### config.mk
export PLATFORM = sky130hd
export DESIGN_NAME = spi_cmd_frontend
export DESIGN_NICKNAME = d
export VERILOG_FILES = /design/src/rtl/spi_fd_pkg.sv /design/src/rtl/spi_fd_sync.sv /design/src/rtl/spi_fd_decode.sv /design/src/rtl/spi_fd_rx.sv /design/src/rtl/spi_fd_tx.sv /design/src/rtl/spi_cmd_frontend.sv
export SDC_FILE = /design/constraint.sdc
export NUM_CORES = 1
export LEC_CHECK = 0
export ABC_AREA = 0
export BUFFER_PORTS_ARGS = -buffer_cell sky130_fd_sc_hd__clkbuf_2
export CAP_MARGIN = 20
export CORE_MARGIN = 3
export CORE_UTILIZATION = 54
export CTS_CLUSTER_DIAMETER = 120
export DETAILED_ROUTE_END_ITERATION = 12
export PLACE_DENSITY = 0.8
export SYNTH_ARGS = -nofsm -noshare
export SYNTH_HDL_FRONTEND = slang
export SYNTH_SLANG_ARGS = --single-unit
### constraint.sdc
create_clock -name clk -period 5.53 [get_ports clk]
set_input_delay 0.553 -clock clk [delete_from_list [all_inputs] [get_ports clk]]
set_output_delay 0.553 -clock clk [all_outputs]
set_load 0.005 [all_outputs]
### src/rtl/spi_fd_pkg.sv
package spi_fd_pkg;

  localparam int OPC_W = 4;
  localparam int PTR_W = 2;

  localparam logic [OPC_W-1:0] OPC_READ  = 4'b1011;
  localparam logic [OPC_W-1:0] OPC_WRITE = 4'b1100;

  localparam logic [PTR_W-1:0] PTR_WIPER = 2'b00;
  localparam logic [PTR_W-1:0] PTR_CTRL  = 2'b10;

  typedef enum logic [1:0] {
    OPK_NONE  = 2'd0,
    OPK_READ  = 2'd1,
    OPK_WRITE = 2'd2
  } op_kind_e;

endpackage

### src/rtl/spi_fd_sync.sv
module spi_fd_sync #(
  parameter int STAGES = 2
) (
  input  logic clk,
  input  logic rst,
  input  logic sck_i,
  input  logic sdi_i,
  input  logic csn_i,
  output logic sdi_o,
  output logic cs_low_o,
  output logic sck_rise_o,
  output logic sck_fall_o,
  output logic cs_fall_o,
  output logic cs_rise_o
);

  localparam int EDGE_LEN = STAGES + 1;

  logic [1:0] edge_raw;
  logic [1:0] cur;
  logic [1:0] prv;
  logic [STAGES-1:0] sdi_chain;

  assign edge_raw = {csn_i, sck_i};

  // Edge-detected lines get one flop beyond the synchroniser for comparison.
  // All chains reset to 0 so a select held low through reset shows no fall.
  for (genvar g = 0; g < 2; g++) begin : g_edge
    logic [EDGE_LEN-1:0] chain;
    always_ff @(posedge clk) begin
      if (rst) chain <= '0;
      else     chain <= {chain[EDGE_LEN-2:0], edge_raw[g]};
    end
    assign cur[g] = chain[STAGES-1];
    assign prv[g] = chain[STAGES];
  end

  always_ff @(posedge clk) begin
    if (rst) sdi_chain <= '0;
    else     sdi_chain <= {sdi_chain[STAGES-2:0], sdi_i};
  end

  assign sdi_o      = sdi_chain[STAGES-1];
  assign cs_low_o   = ~cur[1];
  assign sck_rise_o = cur[0] & ~prv[0];
  assign sck_fall_o = ~cur[0] & prv[0];
  assign cs_fall_o  = ~cur[1] & prv[1];
  assign cs_rise_o  = cur[1] & ~prv[1];

endmodule

### src/rtl/spi_fd_decode.sv
module spi_fd_decode
  import spi_fd_pkg::*;
#(
  parameter int                 DATA_W   = 8,
  parameter logic [DATA_W-1:0]  ID_VALUE = 8'h50
) (
  input  logic [DATA_W-1:0] byte_i,
  output logic              id_ok_o,
  output logic              ins_ok_o,
  output op_kind_e          op_o,
  output logic [PTR_W-1:0]  ptr_o
);

  logic [OPC_W-1:0] opc;
  logic             ptr_ok;

  assign opc   = byte_i[DATA_W-1 -: OPC_W];
  assign ptr_o = byte_i[PTR_W-1:0];

  always_comb begin
    case (opc)
      OPC_READ:  op_o = OPK_READ;
      OPC_WRITE: op_o = OPK_WRITE;
      default:   op_o = OPK_NONE;
    endcase
  end

  assign ptr_ok   = (ptr_o == PTR_WIPER) || (ptr_o == PTR_CTRL);
  assign ins_ok_o = (op_o != OPK_NONE) && ptr_ok;
  assign id_ok_o  = (byte_i == ID_VALUE);

endmodule

### src/rtl/spi_fd_rx.sv
module spi_fd_rx
  import spi_fd_pkg::*;
#(
  parameter int                DATA_W      = 8,
  parameter int                FRAME_BYTES = 3,
  parameter logic [DATA_W-1:0] ID_VALUE    = 8'h50,
  parameter int                CNT_W       = 5
) (
  input  logic              clk,
  input  logic              rst,
  input  logic              sdi_i,
  input  logic              sck_rise_i,
  input  logic              cs_fall_i,
  input  logic              cs_rise_i,
  output logic              rd_req_o,
  output logic [PTR_W-1:0]  rd_addr_o,
  output logic              wr_stb_o,
  output logic [PTR_W-1:0]  wr_addr_o,
  output logic [DATA_W-1:0] wr_data_o,
  output logic [CNT_W-1:0]  bit_cnt_o,
  output logic              read_ok_o,
  output logic              armed_o
);

  localparam int FRAME_BITS = DATA_W * FRAME_BYTES;
  localparam logic [CNT_W-1:0] ID_LAST  = CNT_W'(DATA_W - 1);
  localparam logic [CNT_W-1:0] INS_LAST = CNT_W'(2 * DATA_W - 1);
  localparam logic [CNT_W-1:0] INS_DONE = CNT_W'(2 * DATA_W);
  localparam logic [CNT_W-1:0] DAT_LAST = CNT_W'(FRAME_BITS - 1);
  localparam logic [CNT_W-1:0] FULL     = CNT_W'(FRAME_BITS);
  localparam logic [CNT_W-1:0] OVER     = CNT_W'(FRAME_BITS + 1);

  logic [DATA_W-2:0] rx;
  logic [DATA_W-1:0] rx_next;
  logic [DATA_W-1:0] wdata;
  logic [CNT_W-1:0]  cnt;
  logic              armed;
  logic              bad;
  op_kind_e          op;
  logic [PTR_W-1:0]  ptr;

  logic              id_ok;
  logic              ins_ok;
  op_kind_e          dec_op;
  logic [PTR_W-1:0]  dec_ptr;

  assign rx_next = {rx, sdi_i};

  spi_fd_decode #(
    .DATA_W   (DATA_W),
    .ID_VALUE (ID_VALUE)
  ) u_decode (
    .byte_i   (rx_next),
    .id_ok_o  (id_ok),
    .ins_ok_o (ins_ok),
    .op_o     (dec_op),
    .ptr_o    (dec_ptr)
  );

  always_ff @(posedge clk) begin
    if (rst) begin
      rx        <= '0;
      wdata     <= '0;
      cnt       <= '0;
      armed     <= 1'b0;
      bad       <= 1'b0;
      op        <= OPK_NONE;
      ptr       <= '0;
      rd_req_o  <= 1'b0;
      rd_addr_o <= '0;
      wr_stb_o  <= 1'b0;
      wr_addr_o <= '0;
      wr_data_o <= '0;
    end else begin
      rd_req_o <= 1'b0;
      wr_stb_o <= 1'b0;
      if (cs_fall_i) begin
        armed <= 1'b1;
        cnt   <= '0;
        bad   <= 1'b0;
        op    <= OPK_NONE;
      end else if (cs_rise_i) begin
        // Commit only a clean write frame of exactly the full length.
        if (armed && cnt == FULL && !bad && op == OPK_WRITE) begin
          wr_stb_o  <= 1'b1;
          wr_addr_o <= ptr;
          wr_data_o <= wdata;
        end
        armed <= 1'b0;
      end else if (sck_rise_i && armed) begin
        rx <= rx_next[DATA_W-2:0];
        if (cnt != OVER) cnt <= cnt + 1'b1;
        if (cnt == ID_LAST && !id_ok) bad <= 1'b1;
        if (cnt == INS_LAST) begin
          if (!ins_ok) begin
            bad <= 1'b1;
          end else begin
            op  <= dec_op;
            ptr <= dec_ptr;
            if (dec_op == OPK_READ && !bad) begin
              rd_req_o  <= 1'b1;
              rd_addr_o <= dec_ptr;
            end
          end
        end
        if (cnt == DAT_LAST) wdata <= rx_next;
      end
    end
  end

  assign bit_cnt_o = cnt;
  assign armed_o   = armed;
  assign read_ok_o = armed && !bad && (op == OPK_READ);

  p_wr_pulse_r7: assert property (@(posedge clk) disable iff (rst)
    wr_stb_o |=> !wr_stb_o);

  p_rd_pulse_r6: assert property (@(posedge clk) disable iff (rst)
    rd_req_o |=> !rd_req_o);

  p_rd_after_instr_r6: assert property (@(posedge clk) disable iff (rst)
    rd_req_o |-> (cnt == INS_DONE) && armed);

  p_cnt_bound_r8: assert property (@(posedge clk) disable iff (rst)
    cnt <= OVER);

  p_wr_ptr_legal_r5: assert property (@(posedge clk) disable iff (rst)
    wr_stb_o |-> (wr_addr_o == PTR_WIPER || wr_addr_o == PTR_CTRL));

endmodule

### src/rtl/spi_fd_tx.sv
module spi_fd_tx #(
  parameter int DATA_W      = 8,
  parameter int FRAME_BYTES = 3,
  parameter int CNT_W       = 5
) (
  input  logic              clk,
  input  logic              rst,
  input  logic              sck_fall_i,
  input  logic              cs_low_i,
  input  logic              armed_i,
  input  logic              read_ok_i,
  input  logic [CNT_W-1:0]  bit_cnt_i,
  input  logic              load_i,
  input  logic [DATA_W-1:0] rd_data_i,
  output logic              sdo_o,
  output logic              sdo_en_o
);

  localparam logic [CNT_W-1:0] WIN_LO = CNT_W'(DATA_W * (FRAME_BYTES - 1));
  localparam logic [CNT_W-1:0] WIN_HI = CNT_W'(DATA_W * FRAME_BYTES);

  logic [DATA_W-1:0] tx;
  logic              load_q;
  logic              in_window;

  assign in_window = (bit_cnt_i >= WIN_LO) && (bit_cnt_i < WIN_HI);

  always_ff @(posedge clk) begin
    if (rst) begin
      tx       <= '0;
      load_q   <= 1'b0;
      sdo_o    <= 1'b0;
      sdo_en_o <= 1'b0;
    end else begin
      load_q   <= load_i;
      sdo_en_o <= armed_i & cs_low_i;
      if (load_q) begin
        tx <= rd_data_i;
      end else if (sck_fall_i && cs_low_i && read_ok_i && in_window) begin
        tx <= {tx[DATA_W-2:0], 1'b0};
      end
      if (!cs_low_i) begin
        sdo_o <= 1'b0;
      end else if (sck_fall_i) begin
        sdo_o <= (read_ok_i && in_window) ? tx[DATA_W-1] : 1'b0;
      end
    end
  end

  p_sdo_quiet_r6: assert property (@(posedge clk) disable iff (rst)
    !read_ok_i |=> !sdo_o);

endmodule

### src/rtl/spi_cmd_frontend.sv
module spi_cmd_frontend
  import spi_fd_pkg::*;
#(
  parameter int                DATA_W      = 8,
  parameter int                FRAME_BYTES = 3,
  parameter int                SYNC_STAGES = 2,
  parameter logic [DATA_W-1:0] ID_VALUE    = 8'h50
) (
  input  logic              clk,
  input  logic              rst,
  input  logic              sck_i,
  input  logic              sdi_i,
  input  logic              csn_i,
  output logic              sdo_o,
  output logic              sdo_en_o,
  output logic              wr_stb_o,
  output logic [PTR_W-1:0]  wr_addr_o,
  output logic [DATA_W-1:0] wr_data_o,
  output logic              rd_req_o,
  output logic [PTR_W-1:0]  rd_addr_o,
  input  logic [DATA_W-1:0] rd_data_i
);

  localparam int FRAME_BITS = DATA_W * FRAME_BYTES;
  localparam int CNT_W      = $clog2(FRAME_BITS + 2);

  logic             sdi_s;
  logic             cs_low;
  logic             sck_rise;
  logic             sck_fall;
  logic             cs_fall;
  logic             cs_rise;
  logic [CNT_W-1:0] bit_cnt;
  logic             read_ok;
  logic             armed;

  spi_fd_sync #(
    .STAGES (SYNC_STAGES)
  ) u_sync (
    .clk        (clk),
    .rst        (rst),
    .sck_i      (sck_i),
    .sdi_i      (sdi_i),
    .csn_i      (csn_i),
    .sdi_o      (sdi_s),
    .cs_low_o   (cs_low),
    .sck_rise_o (sck_rise),
    .sck_fall_o (sck_fall),
    .cs_fall_o  (cs_fall),
    .cs_rise_o  (cs_rise)
  );

  spi_fd_rx #(
    .DATA_W      (DATA_W),
    .FRAME_BYTES (FRAME_BYTES),
    .ID_VALUE    (ID_VALUE),
    .CNT_W       (CNT_W)
  ) u_rx (
    .clk        (clk),
    .rst        (rst),
    .sdi_i      (sdi_s),
    .sck_rise_i (sck_rise),
    .cs_fall_i  (cs_fall),
    .cs_rise_i  (cs_rise),
    .rd_req_o   (rd_req_o),
    .rd_addr_o  (rd_addr_o),
    .wr_stb_o   (wr_stb_o),
    .wr_addr_o  (wr_addr_o),
    .wr_data_o  (wr_data_o),
    .bit_cnt_o  (bit_cnt),
    .read_ok_o  (read_ok),
    .armed_o    (armed)
  );

  spi_fd_tx #(
    .DATA_W      (DATA_W),
    .FRAME_BYTES (FRAME_BYTES),
    .CNT_W       (CNT_W)
  ) u_tx (
    .clk        (clk),
    .rst        (rst),
    .sck_fall_i (sck_fall),
    .cs_low_i   (cs_low),
    .armed_i    (armed),
    .read_ok_i  (read_ok),
    .bit_cnt_i  (bit_cnt),
    .load_i     (rd_req_o),
    .rd_data_i  (rd_data_i),
    .sdo_o      (sdo_o),
    .sdo_en_o   (sdo_en_o)
  );

  p_one_kind_r11: assert property (@(posedge clk) disable iff (rst)
    !(wr_stb_o && rd_req_o));

  p_wr_deselected_r7: assert property (@(posedge clk) disable iff (rst)
    wr_stb_o |-> !sdo_en_o);

endmodule

* Yosys cells after proc, flatten, opt, wreduce, memory -nomap -nowiden
Index checks and enable logic that the tools add are counted.
** Cells by class
- Add/subtract/negate cells :: 1
- Order comparisons :: 2
- Equal/unequal tests :: 12
- Muxes and demuxes :: 11
- Bitwise gates (word level) :: 14
- Reductions and logical operators :: 33
** Operator list (number)
- $mux 8 :: 2
- $logic_and 1x1->1 :: 14
- $eq 5x5->1 const B :: 2
- $not 1->1 :: 9
- $reduce_and 3->1 :: 3
- $eq 4x4->1 const B :: 2
- $eq 8x7->1 const B :: 1
- $mux 1 :: 8
- $reduce_and 4->1 :: 2
- $reduce_and 6->1 :: 1
- $reduce_bool 2->1 :: 3
- $reduce_or 6->1 :: 1
- $add 5x1->5 const B :: 1
- $and 1x1->1 :: 5
- $eq 5x3->1 const B :: 1
- $eq 5x4->1 const B :: 1
- $ge 5x5->1 const B :: 1
- $lt 5x5->1 const B :: 1
- $ne 5x5->1 const B :: 1
- $reduce_and 5->1 :: 1
- $eq 2x1->1 const B :: 2
- $eq 2x2->1 const B :: 2
- $pmux 2 s2 :: 1
- $reduce_or 2->1 :: 2
- other kinds (5) :: 6
** Word-level totals
- Flip-flop bits (word level) :: 59
- Output and inout port bits :: 16
- Word-level logic and storage cells :: 92

* Longest topological paths before layout
- Depth after elaboration :: 7
- Depth in mapped cells :: 7
- Depth with buffers taken out :: 7

* Modules after synthesis
Synthesis repeated with hierarchy kept, for this count alone.
** Unflattened totals
- Cells, all modules :: 270
- Area, all modules :: 2652.5 sq um
** By module, submodules not included
- spi_fd_rx :: instances 1, cells each 185, area an instance 1790.5 sq um
- spi_fd_tx :: instances 1, cells each 56, area an instance 551.8 sq um
- spi_fd_sync :: instances 1, cells each 21, area an instance 239.0 sq um
- spi_fd_decode :: instances 1, cells each 8, area an instance 71.3 sq um

* Worst setup path after synthesis
OpenSTA, ideal clock, no wires.
- Path kind :: register to register
- Start :: reg u_sync.g_edge[1].chain[1]
- End :: reg u_rx.wdata[7]
- Arrival :: 1701 ps
- Data required time :: 5402 ps
- Slack :: 3702 ps
- Cell stages (with the launch flop) :: 8
- Cells stage by stage :: dfxtp_1 > inv_1 > ha_1 > nand4b_1 > buf_2 > nor3_4 > mux2i_1 > nor2_1
** On the way
- Word-level cells in the longest chain between the ends :: 4
** RTL lines
- start: declaration :: line spi_fd_sync.sv:29 : logic [EDGE_LEN-1:0] chain;
- start signal: assignment :: line spi_fd_sync.sv:32 : else chain <= {chain[EDGE_LEN-2:0], edge_raw[g]};
- $not 1->1 :: line spi_fd_sync.sv:47 : assign cs_fall_o = ~cur[1] & prv[1];
- $and 1x1->1 :: line spi_fd_sync.sv:47
- $not 1->1 (no source line)
- $reduce_and 4->1 (no source line) *
- end signal: assignment :: line spi_fd_rx.sv:106 : if (cnt == DAT_LAST) wdata <= rx_next;
- end: declaration :: line spi_fd_rx.sv:35 : logic [DATA_W-1:0] wdata;
Mark *: on every way between the ends. The rest lies on a longest branch, timed or not.
A chain may end at the register's enable or synchronous reset.

* Worst setup path after layout
Ends and elaborated chain as after synthesis.

==> impl_metrics.py <==
metrics = {
    "yosys": {
        "synthAdderAreaFrac_pct": 3.08,
        "synth.area.top_cells": "dfxtp_1 48%, mux2i_1 12%, nor2_1 6.2%",
        "synth_edf_count": 0,
        "yosys.area_share.simple_pct": 26.1,
        "yosysTopAreaCellShare_pct": 48.4,
        "synth-seq-cells": 59,
        "netlist_area_um2": 2440,
        "synthFlopType": "dfxtp_1",
        "synth-seq-area-share_pct": 48.4,
        "syn_area_per_cell_um2": 10.2,
        "synth.top_cells.by_count": "59 x dfxtp_1, 40 x nor2_1, 29 x mux2i_1, 18 x nor2b_1",
        "muxShareOfSynthArea_pct": 11.9,
        "synth-compound-area-share_pct": 6.31,
        "synth-async-reset-ratio_pct": 0,
        "synth-xor-area-share_pct": 1.08,
        "synth_nets": 257,
        "yosysTopAreaCell": "dfxtp_1",
        "synthDistinctLibCells": 42,
        "yosysMostFrequentCell": "dfxtp_1",
        "synth_top_family_by_area": "simple AND/OR/NAND/NOR gates",
        "syn_inst": 238,
        "synth_warnings": 0,
    },
    "layout": {
        "fillers": 325,
        "fin_nets": 285,
        "design_area_um2": 2810,
        "fin_cells": 320,
        "area_delta_synth_final_pct": 15.2,
        "drive_above_1_share_pct": 20.7,
        "diodes": 0,
    },
    "pwr": {
        "finalPower_uw": 873,
        "p_per_area_nw_per_um2": 311,
        "irDropWorstVdd_mv": 0.233,
        "leakagePower_uw": 0.00107,
    },
    "route": {
        "first_pass_iters": 4,
        "dr_total_vias": 1733,
        "ant_nets": 0,
        "finalWirelength_um": 4390,
        "viasPerCell": 5.42,
        "wl_per_cell_um": 13.7,
        "drt_first_iter_violations": 79,
        "drc": 0,
    },
    "sta": {
        "period_share_pct": 45.3,
        "setup_tns_ns": 0,
        "clock_skew_ns": 0.0101,
        "timing.fmax_ghz": 0.399,
        "slew_headroom_pct": 32.1,
        "rsz0062_at_grt": "false",
        "finalHoldViolations": 0,
        "tightest_slew_ns": 1.02,
        "setup_viol": 0,
        "maxSlewViolCount": 0,
        "fin_crit_ns": 2.51,
    },
    "setup_path": {
        "critPathMaxFanout": 9,
        "critPathSlowestCell": "nor3_4",
        "cp_top_family": "simple AND/OR/NAND/NOR gates",
        "slowest_delay_ns": 0.64,
        "critical_path_class": "register to register",
        "crit_arrival_ns": 2.70,
        "critPathLaunchType": "register",
        "path_cells": "inv_1 > ha_1 > nand4b_1 > nor3_4 > mux2i_1 > nor2_1",
        "critPathCaptureType": "register",
        "path_buf_inv": 1,
        "cp.required_ns": 5.72,
    },
    "global_routing": {
        "grt_max_degree": 54,
        "antenna_found_initial": 0,
        "grt.total_usage_pct": 17.7,
        "grt_pass1_wl_um": 7080,
        "gr-total-overflow": 0,
        "grt_pass1_vias": 1511,
    },
    "cts": {
        "cts_setup_buffers": 0,
        "cts_inserted_buffers": 9,
        "clk_path_buf_depth": 2,
        "cts_max_level": 3,
        "cts_tree": "yes",
        "clock-root-buffer": "clkbuf_8",
        "cts.sinks": 59,
        "clk_pin_slew_ns": 0.07,
        "cts_hold_buf": 0,
        "clk_latency_ns": 0.34,
        "post_cts_resized": 0,
    },
    "floorplan": {
        "die_h_um": 73.2,
        "die-area_um2": 5360,
        "core_area_um2": 4170,
        "rows": 23,
        "pin_count": 29,
        "die_x_um": 73.2,
        "initial_core_util_pct": 58.4,
    },
    "place": {
        "placedInstanceArea_um2": 2590,
        "io_buffers": 28,
        "dpl.cell_count": 305,
        "place.gp.congestion": 0.760,
        "dp_hpwl_um": 2920,
    },
    "flow_run": {
        "maxCapViolCount": 0,
    },
    "status": {
        "status": "finished clean",
    },
    "hold_path": {
        "hold_class": "input port to register",
    },
}
==> power breakdown <==
part	switching (uW)	total (uW)	internal [uW]
clock network	166	427	262
registers	2.13	430	427
logic	9.51	15.9	6.41
==> worst paths after layout <==
path | startpoint | endpoint | slack, ns | depth (start not counted)
min | sdi_i | u_sync.sdi_chain[0]$_SDFF_PP0_ | 0.42 | 2
max | u_sync.g_edge[1].chain[1]$_SDFF_PP0_ | u_rx.wdata[7]$_SDFFE_PP0P_ | 3.02 | 6
min reg2reg | u_sync.g_edge[1].chain[0]$_SDFF_PP0_ | u_sync.g_edge[1].chain[1]$_SDFF_PP0_ | 0.45 | 1
max reg2reg | u_sync.g_edge[1].chain[1]$_SDFF_PP0_ | u_rx.wdata[7]$_SDFFE_PP0P_ | 3.02 | 6
==> metrics by stage <==
stage | util [%] | worst slack, ns | hold slack, ns
floorplan | - | 3.70 | 0.414
global placement | 62.2 | 3.10 | 0.425
detailed placement | 62.2 | 3.02 | 0.434
CTS | 67.3 | 3.00 | 0.422
global route | 67.3 | 2.86 | 0.441
finish | 67.3 | 3.02 | 0.421
==> cell usage in the layout, fill, tap and decap left out, types with 4 or more instances in the layout <==
cell type and n:
a2111oi_0 4, nor2_1 40, inv_1 6, nor3_1 9
clkbuf_8 10, a21oi_1 5, nor3b_1 4, dfxtp_1 59
clkbuf_2 28, ha_1 6, mux2i_1 29, nand2b_1 5
nor2b_1 18
==> area by class of cell <==
class	count	area (um^2)	share of cell area [%]
Multi-Input combinational cell	161	1180	42.0
Clock buffer	10	138	4.90
Tap cell	50	62.6	2.23
Sequential cell	59	1180	42.0
Timing Repair Buffer	29	148	5.25
Inverter	6	22.5	0.801
Clock inverter	5	77.6	2.76
==> kinds of logic (layout without fill, tap and decap cells) <==
family,after synthesis,in the layout
fa+ha+maj,6,6
xor+xnor,3,3
buf+inv,18,50
compound gates,17,17
simple gates,106,106
mux,29,29
flops,59,59
==> flip-flops by register name, indices dropped and copies added, names as in the netlist, 2 cells and up <==
signal	flops
u_rx.rd_addr_o	2
u_rx.rx	7
u_rx.wdata	8
u_rx.ptr	2
u_tx.tx	8
u_sync.g_edge.chain	6
u_rx.bit_cnt_o	5
u_sync.sdi_chain	2
u_rx.wr_data_o	8
u_rx.op	2
u_rx.wr_addr_o	2
==> metal layers <==
layer / vias up / part of all wire [%] / GRT usage (%)
met5: - / 0 / 0
met3: 7 / 4.8 / 7.85
li1: 884 / - / -
met1: 814 / 46 / 21.2
met2: 28 / 48 / 27.0
met4: 0 / 1.4 / 7.99
Note: power is estimated with default switching activity, not from simulation.
